==> src/rtl/hebb_upd_pkg.sv <==
package hebb_upd_pkg;

    typedef enum logic [1:0] {
        ACT_HOLD  = 2'b00,
        ACT_RAISE = 2'b01,
        ACT_LOWER = 2'b10
    } cell_act_e;

    // Anti-coincidence rule: active row with losing column raises,
    // silent row with winning column lowers, anything else holds.
    function automatic cell_act_e cell_action(input logic pre, input logic post);
        cell_act_e act;
        unique case ({pre, post})
            2'b10:   act = ACT_RAISE;
            2'b01:   act = ACT_LOWER;
            default: act = ACT_HOLD;
        endcase
        return act;
    endfunction

    // Pulse length in cycles, rounded up, from a duration and a clock period in ns.
    function automatic int cycles_for(input int pulse_ns, input int clk_ns);
        return (pulse_ns + clk_ns - 1) / clk_ns;
    endfunction

endpackage

==> src/rtl/hebb_pulse_timer.sv <==
module hebb_pulse_timer #(
    parameter int PULSE_CYC = 15
) (
    input  logic clk,
    input  logic rst,
    input  logic start,
    output logic accept,
    output logic busy,
    output logic last
);
    localparam int CNT_W = $clog2(PULSE_CYC + 1);
    localparam logic [CNT_W-1:0] LOAD_V = CNT_W'(PULSE_CYC);

    logic [CNT_W-1:0] remain_q;

    assign busy   = (remain_q != '0);
    assign accept = start && !busy;
    assign last   = (remain_q == CNT_W'(1));

    always_ff @(posedge clk) begin
        if (rst) begin
            remain_q <= '0;
        end else if (accept) begin
            remain_q <= LOAD_V;
        end else if (busy) begin
            remain_q <= remain_q - CNT_W'(1);
        end
    end
endmodule

==> src/rtl/hebb_line_drive.sv <==
module hebb_line_drive #(
    parameter int ROWS = 9,
    parameter int COLS = 3
) (
    input  logic            clk,
    input  logic            rst,
    input  logic            accept,
    input  logic            busy,
    input  logic [ROWS-1:0] pre_in,
    input  logic [COLS-1:0] post_in,
    output logic [ROWS-1:0] pre_q,
    output logic [COLS-1:0] post_q,
    output logic [ROWS-1:0] wl_hi,
    output logic [COLS-1:0] bl_hi
);
    always_ff @(posedge clk) begin
        if (rst) begin
            pre_q  <= '0;
            post_q <= '0;
        end else if (accept) begin
            pre_q  <= pre_in;
            post_q <= post_in;
        end
    end

    // Row high for active rows, column high for winners; idle means all low.
    for (genvar r = 0; r < ROWS; r++) begin : g_wl
        assign wl_hi[r] = busy & pre_q[r];
    end
    for (genvar c = 0; c < COLS; c++) begin : g_bl
        assign bl_hi[c] = busy & post_q[c];
    end
endmodule

==> src/rtl/hebb_weight_array.sv <==
module hebb_weight_array
    import hebb_upd_pkg::*;
#(
    parameter int ROWS   = 9,
    parameter int COLS   = 3,
    parameter int WBITS  = 4,
    parameter int INIT_W = 8
) (
    input  logic                        clk,
    input  logic                        rst,
    input  logic                        commit,
    input  logic [ROWS-1:0]             pre_q,
    input  logic [COLS-1:0]             post_q,
    output logic [ROWS*COLS*WBITS-1:0]  weight_flat
);
    localparam logic [WBITS-1:0] WMAX  = '1;
    localparam logic [WBITS-1:0] WINIT = WBITS'(INIT_W);

    for (genvar r = 0; r < ROWS; r++) begin : g_row
        for (genvar c = 0; c < COLS; c++) begin : g_col
            logic [WBITS-1:0] w_q;
            cell_act_e        act;

            assign act = cell_action(pre_q[r], post_q[c]);

            always_ff @(posedge clk) begin
                if (rst) begin
                    w_q <= WINIT;
                end else if (commit) begin
                    unique case (act)
                        ACT_RAISE: if (w_q != WMAX) w_q <= w_q + WBITS'(1);
                        ACT_LOWER: if (w_q != '0)   w_q <= w_q - WBITS'(1);
                        default:   w_q <= w_q;
                    endcase
                end
            end

            assign weight_flat[(r*COLS+c)*WBITS +: WBITS] = w_q;
        end
    end
endmodule

==> src/rtl/hebb_update_driver.sv <==
module hebb_update_driver
    import hebb_upd_pkg::*;
#(
    parameter int ROWS      = 9,
    parameter int COLS      = 3,
    parameter int WBITS     = 4,
    parameter int INIT_W    = 8,
    parameter int PULSE_CYC = cycles_for(150, 10)
) (
    input  logic                       clk,
    input  logic                       rst,
    input  logic                       upd_start,
    input  logic [ROWS-1:0]            pre_spk,
    input  logic [COLS-1:0]            post_win,
    output logic [ROWS-1:0]            wl_drive_hi,
    output logic [COLS-1:0]            bl_drive_hi,
    output logic                       pulse_active,
    output logic [ROWS*COLS*WBITS-1:0] weight_flat
);
    logic            accept, busy, last;
    logic [ROWS-1:0] pre_q;
    logic [COLS-1:0] post_q;

    hebb_pulse_timer #(.PULSE_CYC(PULSE_CYC)) u_timer (
        .clk    (clk),
        .rst    (rst),
        .start  (upd_start),
        .accept (accept),
        .busy   (busy),
        .last   (last)
    );

    hebb_line_drive #(.ROWS(ROWS), .COLS(COLS)) u_lines (
        .clk     (clk),
        .rst     (rst),
        .accept  (accept),
        .busy    (busy),
        .pre_in  (pre_spk),
        .post_in (post_win),
        .pre_q   (pre_q),
        .post_q  (post_q),
        .wl_hi   (wl_drive_hi),
        .bl_hi   (bl_drive_hi)
    );

    hebb_weight_array #(
        .ROWS(ROWS), .COLS(COLS), .WBITS(WBITS), .INIT_W(INIT_W)
    ) u_weights (
        .clk         (clk),
        .rst         (rst),
        .commit      (last),
        .pre_q       (pre_q),
        .post_q      (post_q),
        .weight_flat (weight_flat)
    );

    assign pulse_active = busy;
endmodule

==> config.mk <==
export PLATFORM = sky130hd
export DESIGN_NAME = hebb_update_driver
export DESIGN_NICKNAME = d
export VERILOG_FILES = /design/src/rtl/hebb_upd_pkg.sv /design/src/rtl/hebb_pulse_timer.sv /design/src/rtl/hebb_line_drive.sv /design/src/rtl/hebb_weight_array.sv /design/src/rtl/hebb_update_driver.sv
export SDC_FILE = /design/constraint.sdc
export NUM_CORES = 1
export LEC_CHECK = 0
export BUFFER_PORTS_ARGS = -buffer_cell sky130_fd_sc_hd__buf_2
export CAP_MARGIN = 10
export CELL_PAD_IN_SITES_DETAIL_PLACEMENT = 1
export CELL_PAD_IN_SITES_GLOBAL_PLACEMENT = 2
export CORE_MARGIN = 5
export CORE_UTILIZATION = 38
export CTS_BUF_LIST = sky130_fd_sc_hd__clkbuf_16
export DETAILED_ROUTE_END_ITERATION = 8
export HOLD_SLACK_MARGIN = 0.03
export PLACE_DENSITY = 0.88
export SYNTH_ARGS = -nofsm -noshare
export SYNTH_HDL_FRONTEND = slang
export SYNTH_SLANG_ARGS = --single-unit
==> constraint.sdc <==
create_clock -name clk -period 4.85 [get_ports clk]
set_input_delay 0.485 -clock clk [delete_from_list [all_inputs] [get_ports clk]]
set_output_delay 0.485 -clock clk [all_outputs]
set_load 0.03 [all_outputs]
==> results of run 1 <==
## flip-flops by register name, indices dropped and copies added (netlist names)
name,count
u_weights.g_row.g_col.w_q,108
u_lines.pre_q,9
u_timer.remain_q,4
u_lines.post_q,3
## report_power, final
group          internal (mW)  total (mW)  leakage, nW  switching (mW)
Sequential              1.08        1.19         1.00           0.107
Combinational          0.369        1.08         3.01           0.714
Clock                  0.742        1.24        0.256           0.495
## cell usage after synthesis, drive strengths merged (2+ instances only)
| master | number | area, µm² |
|---|---|---|
| a311o | 12 | 120 |
| or4 | 13 | 97.6 |
| nor3b | 45 | 338 |
| nand2b | 22 | 138 |
| xor2 | 48 | 420 |
| or4b | 5 | 50.1 |
| mux2i | 22 | 220 |
| nand2 | 64 | 240 |
| a211o | 13 | 114 |
| or3 | 11 | 68.8 |
| nand3 | 31 | 155 |
| buf | 2 | 22.5 |
| o21ai | 83 | 415 |
| nor2 | 61 | 229 |
| and3 | 14 | 87.6 |
| clkbuf | 50 | 188 |
| and3b | 24 | 210 |
| nand3b | 35 | 263 |
| nor4 | 22 | 138 |
| ha | 110 | 1380 |
| nand4 | 5 | 31.3 |
| nor3 | 10 | 50.1 |
| o31ai | 19 | 143 |
| a2111oi | 8 | 70.1 |
| a211oi | 25 | 188 |
| dfxtp | 124 | 2480 |
| mux2 | 11 | 124 |
| a21o | 9 | 67.6 |
| a221o | 8 | 80.1 |
| or2 | 2 | 12.5 |
| a21oi | 105 | 526 |
| inv | 25 | 93.8 |
| xnor2 | 7 | 61.3 |
| nor2b | 47 | 294 |
| or3b | 12 | 105 |
| a311oi | 2 | 17.5 |
## critical path, cell delays in order (launching register included)
cell      delay (ps)
dfxtp_1          310
inv_1            100
ha_1             160
or3b_2           680
buf_4            370
a311oi_1         530
o21ai_0          180
a221o_1          370
## kinds of logic (layout without fill, tap and decap cells)
logic type / after synthesis / in the layout / share of synthesized area
fa+ha+maj: 110 / 110 / 0.148
flops: 124 / 124 / 0.268
xor+xnor: 55 / 55 / 0.0519
compound gates: 288 / 288 / 0.191
buf+inv: 77 / 198 / 0.0328
mux: 33 / 33 / 0.0371
simple gates: 424 / 424 / 0.271
## area by class of cell
class / instances / area share
multi-input cells: 910 / 0.603
flip-flops and latches: 124 / 0.230
repair buffers: 141 / 0.0683
clock buffers: 17 / 0.0395
well taps: 324 / 0.0376
clock inverters: 15 / 0.0123
inverters: 25 / 0.00871
## metrics by stage
step | hold WS [ps] | instances | utilization | worst slack, ps | total power, mW
floorplan | 476 | 1111 | - | 2440 | 1.94
global placement | 489 | 1524 | 0.422 | 2140 | 2.25
detailed placement | 519 | 1524 | 0.422 | 2060 | 2.29
CTS | 298 | 1556 | 0.445 | 2040 | 3.55
global route | 310 | 1556 | 0.445 | 1910 | 3.71
finish | 313 | 1556 | 0.445 | 2050 | 3.51
## final timing paths
path | to | slack [ps] | cells after the start
hold reg to reg | u_timer.remain_q[1]$_SDFFE_PP0P_ | 540 | 2
setup reg to reg | u_weights.g_row[1].g_col[2].w_q[3]$_SDFFE_PP1P_ | 2050 | 7
hold / removal | u_lines.pre_q[3]$_SDFFE_PP0P_ | 310 | 3
setup / recovery | u_weights.g_row[1].g_col[2].w_q[3]$_SDFFE_PP1P_ | 2050 | 7
## placed cells by master, fill, tap and decap left out, types with 17 or more instances in the layout
cell type  count
inv_1         26
ha_1         110
nor2b_1       47
nand2_1       64
o31ai_1       19
and3b_1       24
nor3b_1       44
a211oi_1      25
mux2i_1       22
buf_2        134
xor2_1        48
nand2b_1      22
nand3b_1      35
nor4_1        22
nor2_1        61
o21ai_0       83
clkbuf_16     17
dfxtp_1      124
a21oi_1      105
nand3_1       31
## metal layers
metal  up-vias  share of wire  wire, µm  track usage
met3        30          0.036      1030       0.0352
met5         -        0.00046        13            0
met1      4280           0.47     13400        0.271
li1       4291              -         -            -
met2       148           0.48     13500        0.337
met4         2          0.015       421       0.0551
==> results.md, run 1 <==
- CP max FO: 38
- Worst Setup End Kind: flip-flop
- Skew-Pair Late Insertion Delay: 430 ps
- Final hold vios: 0
- FFs w/ async S/R, synth: 0
- Routed WL per cell: approximately 18 µm
- Die ar.: 0.0276 mm²
- Hold Path Class: in -> reg
- Clock skew: between 10 and 15 ps
- Final setup viols: 0
- Gr ovfl total: 0
- Fillcell total: around 3000
- Area of the multi-input gates: between 0.006 and 0.007 mm²
- Setup bufs post-CTS: 0
- Final min period: 2800 ps
- Layout cells sized above 1: 0.161
- Yosys warning total: 0
- Leak: 4.27 nW
- Worst rel slew slack: 0.253
- Synth unique cells: 42
- Fmax: around 360 MHz
- Number of port buffers: 135
- Die width: 166 µm
- 1st-pass router iterations: 7
- Critical Path Source: u_timer.remain_q[1]$_SDFFE_PP0P_
- Clock transition at the registers of the reported paths: around 60 ps
- Syn nets: 1236
- Largest net degree at the start of global routing: 95
- Min-Delay Startpoint: pre_spk[3]
- Synth Instances: ~1100
- Worst R2R Start: u_timer.remain_q[1]$_SDFFE_PP0P_
- Via-per-instance ratio: around 5.6
- Post-CTS sizing: 0
- Data required, critical path: just over 5000 ps
- Maximum VDD drop: ~0.2 mV
- Hold-fix buffers, CTS: 0
- IO Count: 136
- Layout area overhead: 16.1%
- Clock sink count: 124
- Initial antenna violation count: 1
- Total GRT Usage: 0.202
- Final RePlAce weighted congestion: around 0.77
- Post-route cell area: 0.0108 mm²
- RSZ-0062 raised after global routing: false
- Wire length of the first global-routing pass: 46700 µm
- Startpoint types: flip-flop
- Layout net count: between 1000 and 1500
- Max cap viols: 0
- Core footprint: between 0.02 and 0.025 mm²
- Number of synthesized flops with an enable pin: 0
- Root Buffer: clkbuf_16
- Period Utilization, post-route: 0.578
- Placement Cell Area: around 0.010 mm²
- CTS tree: yes
- Initial DRC count: 391
- Std-Cell Rows: 57
- Number of global-route vias before repair: slightly below 9000
- CP Class: reg -> reg
- Seq/Total Area, Yosys: 0.268
- DIE HEIGHT: approximately 170 µm
- TritonCTS Buffers: 17
- Post-Route WL: ~28000 µm
- Max-slew violation total from the final report: 0
- Slew @ Worst Pin: approximately 1100 ps
- CTS H-tree depth: 4
- Status: finished clean
- Post-synthesis area per instance: 8.35 µm²
- Synthesized area: around 0.0093 mm²
- Initial core utilization: 0.384
- DP Wirelength: 19800 µm
- #FFs+latches synth: between 100 and 150
- Setup TNS: 0 ps
- Pwr/cell area: roughly 330 mW/mm²
- DRC: 0
- Vias: between 8000 and 9000
- Max clock buf depth: 2
- Register area: around 0.0025 mm²
- Post-route ant nets: 0
- Arrival time of the worst setup path: ~3100 ps
- # diodes: 0
- Post-synth top flop: dfxtp_1
No activity file was read; power rests on OpenSTA's default activity.
==> run 2: changes to the inputs <==
CORE_UTILIZATION = 32   (was 38)
PLACE_DENSITY = 0.79   (was 0.88)
clock period = 2.3 ns   (was 4.85 ns; I/O delays follow)
==> results.md, run 2 (synthesis gave the netlist of run 1 again) <==
- Final setup viols: 0
- Logic pwr share: 0.358
- Cell breakdown of the critical path: inv_1 > ha_1 > or3b_4 > buf_8 > a311o_2 > or4_4 > a21oi_2
- Via-per-instance ratio: between 5 and 6
- TritonCTS Buffers: 17
- Die width: about 180 µm
- Routed WL per cell: around 18 µm
- # diodes: 0
- Slowest cell on crit path: or4_4
- Final setup margin: 110 ps
- Arrival time of the worst setup path: between 2000 and 3000 ps
- Max reg flops: about 110
- Hold Path Class: in -> reg
- Clock power frac: 0.330
- Max stage delay on crit path: 530 ps
- Worst Setup End Kind: flip-flop
- Util after Layout: 0.404
- Leak: 4.73 nW
- Skew-Pair Late Insertion Delay: 430 ps
- Largest reg by FF count: u_weights.g_row.g_col.w_q
- Number of global-route vias before repair: ~9000
- Critical Path Source: u_timer.remain_q[1]$_SDFFE_PP0P_
- Post-Route WL: around 30000 µm
- DIE HEIGHT: 180 µm
- Total power: about 7.8 mW
- Fmax: roughly 460 MHz
- Final min period: about 2200 ps
- Post-route ant nets: 0
- Layout cells sized above 1: 0.225
- Int Power: about 5 mW
- Pre-CTS setup slack: -40.7 ps
- Reg2Reg Depth: 7
- CP Capture Point: u_weights.g_row[0].g_col[1].w_q[2]$_SDFFE_PP0P_
- Final RePlAce weighted congestion: roughly 0.8
- Clock sink count: 124
- Period Utilization, post-route: 0.952
- Final hold vios: 0
- DRC: 0
- Total net switching power: around 2.9 mW
- Worst path depth: 7
- Core footprint: approximately 0.029 mm²
- Most common cell after layout, fill and taps aside: buf_2
- Total GRT Usage: 0.179
- Clock skew: 10.7 ps
- Sequential share of power: 0.312
- CP max FO: 10
- Max clock buf depth: 2
- Gr ovfl total: 0
- Vias: roughly 9000
- Hold_ws: approximately 49 ps
- Maximum VDD drop: between 0.4 and 0.5 mV
- Status: finished clean
- Largest net degree at the start of global routing: 64
- Std-Cell Rows: 62
- Most frequent cells in the layout: 134 x buf_2, 121 x dfxtp_1, 110 x ha_1
- DP Wirelength: about 22000 µm
- 1st-pass router iterations: 5
- Data required, critical path: ~2700 ps
- Max-slew violation total from the final report: 0
- Slew @ Worst Pin: a little over 800 ps
- Initial core utilization: 0.323
- Layout net count: 1428
- Max cap viols: 0
- Die ar.: 0.0325 mm²
- Number of port buffers: between 100 and 150
- Net Sw Frac: 0.366
- Initial antenna violation count: 2
- Startpoint types: flip-flop
- Gate family responsible for the most delay along the worst path: simple AND/OR/NAND/NOR gates
- Initial DRC count: 449
- WP buf/inv: 2
- Layout area overhead: 25.0%
- Regs by FF count: u_weights.g_row.g_col.w_q: 108 flops, u_lines.pre_q: 9 flops, u_timer.remain_q: 4 flops
- R2R Path End: u_weights.g_row[0].g_col[1].w_q[2]$_SDFFE_PP0P_
- Wire length of the first global-routing pass: approximately 48000 µm
- Root Buffer: clkbuf_16
- CTS tree: yes
- Worst rel slew slack: 0.460
- CTS H-tree depth: 4
- Worst R2R Start: u_timer.remain_q[1]$_SDFFE_PP0P_
- R2r setup slk: between 100 and 150 ps
- IO Count: ~140
- Pwr/cell area: between 600 and 700 mW/mm²
- CP Class: reg -> reg
- Clock transition at the registers of the reported paths: approximately 60 ps
## run 2: cell count changes in the layout (fill, tap and decap cells not counted), sizes merged
cell / previous run / this run
inv: 26 / 27
buf: 141 / 225
clkinv: 6 / 5
clkinvlp: 6 / 4
## run 2: through the flow
step | cell area (µm²) | setup TNS (ps) | cells
after floorplan | 9280 | 0 | 1111
after global routing | 11600 | -36.7 | 1698
after detailed placement | 10900 | -123 | 1659
after CTS | 11500 | 0 | 1689
final | 11600 | 0 | 1698
after global placement | 10900 | 0 | 1659
## run 2: worst min path at each step
stage,startpoint,end,slack (ps),depth (start not counted)
after global routing,pre_spk[1],u_lines.pre_q[1]$_SDFFE_PP0P_,60,3
after global placement,pre_spk[6],u_lines.pre_q[6]$_SDFFE_PP0P_,480,3
after CTS,pre_spk[6],u_lines.pre_q[6]$_SDFFE_PP0P_,30,3
final,pre_spk[6],u_lines.pre_q[6]$_SDFFE_PP0P_,50,3
after floorplan,post_win[0],u_lines.post_q[0]$_SDFFE_PP0P_,360,2
after detailed placement,pre_spk[6],u_lines.pre_q[6]$_SDFFE_PP0P_,490,3
## run 2: tightest hold or removal path: cells and delay by family
family | cells | cell delay (ps)
simple gates | 1 | 50
compound gates | 1 | 50
buf+inv | 1 | 100
## run 2: layout make-up
type	instances	area, µm²
clock buffers	17	425
flip-flops and latches	124	2490
multi-input cells	910	6550
repair buffers	225	1440
inverters	25	101
well taps	384	480
fillers	3490	17100
clock inverters	13	114
## run 2: per-layer routing
layer  track usage  up-vias  part of all wire
met1         0.235     4457              0.47
met4        0.0460        4             0.012
met5             0        -           0.00047
met3        0.0335       27             0.038
met2         0.302      141              0.48
li1              -     4452                 -
## run 2: power by group through the flow
| stage | sequential [mW] | combinational (mW) | clock, mW |
|---|---|---|---|
| after detailed placement | 2.49 | 2.68 | 0 |
| after global placement | 2.49 | 2.63 | 0 |
| after global routing | 2.48 | 3.10 | 2.74 |
| after CTS | 2.45 | 2.73 | 2.66 |
| after floorplan | 2.61 | 1.49 | 0 |
| final | 2.45 | 2.81 | 2.59 |
## run 2: repair_timing
| action | in CTS | in global routing |
|---|---|---|
| resized for setup | 3 | 17 |
| endpoints found under the setup margin | 18 | 70 |
| endpoints found under the hold margin | 0 | 0 |
| setup buffers | 0 | 9 |
| hold buffers | 0 | 0 |
| pin swaps | 4 | 3 |
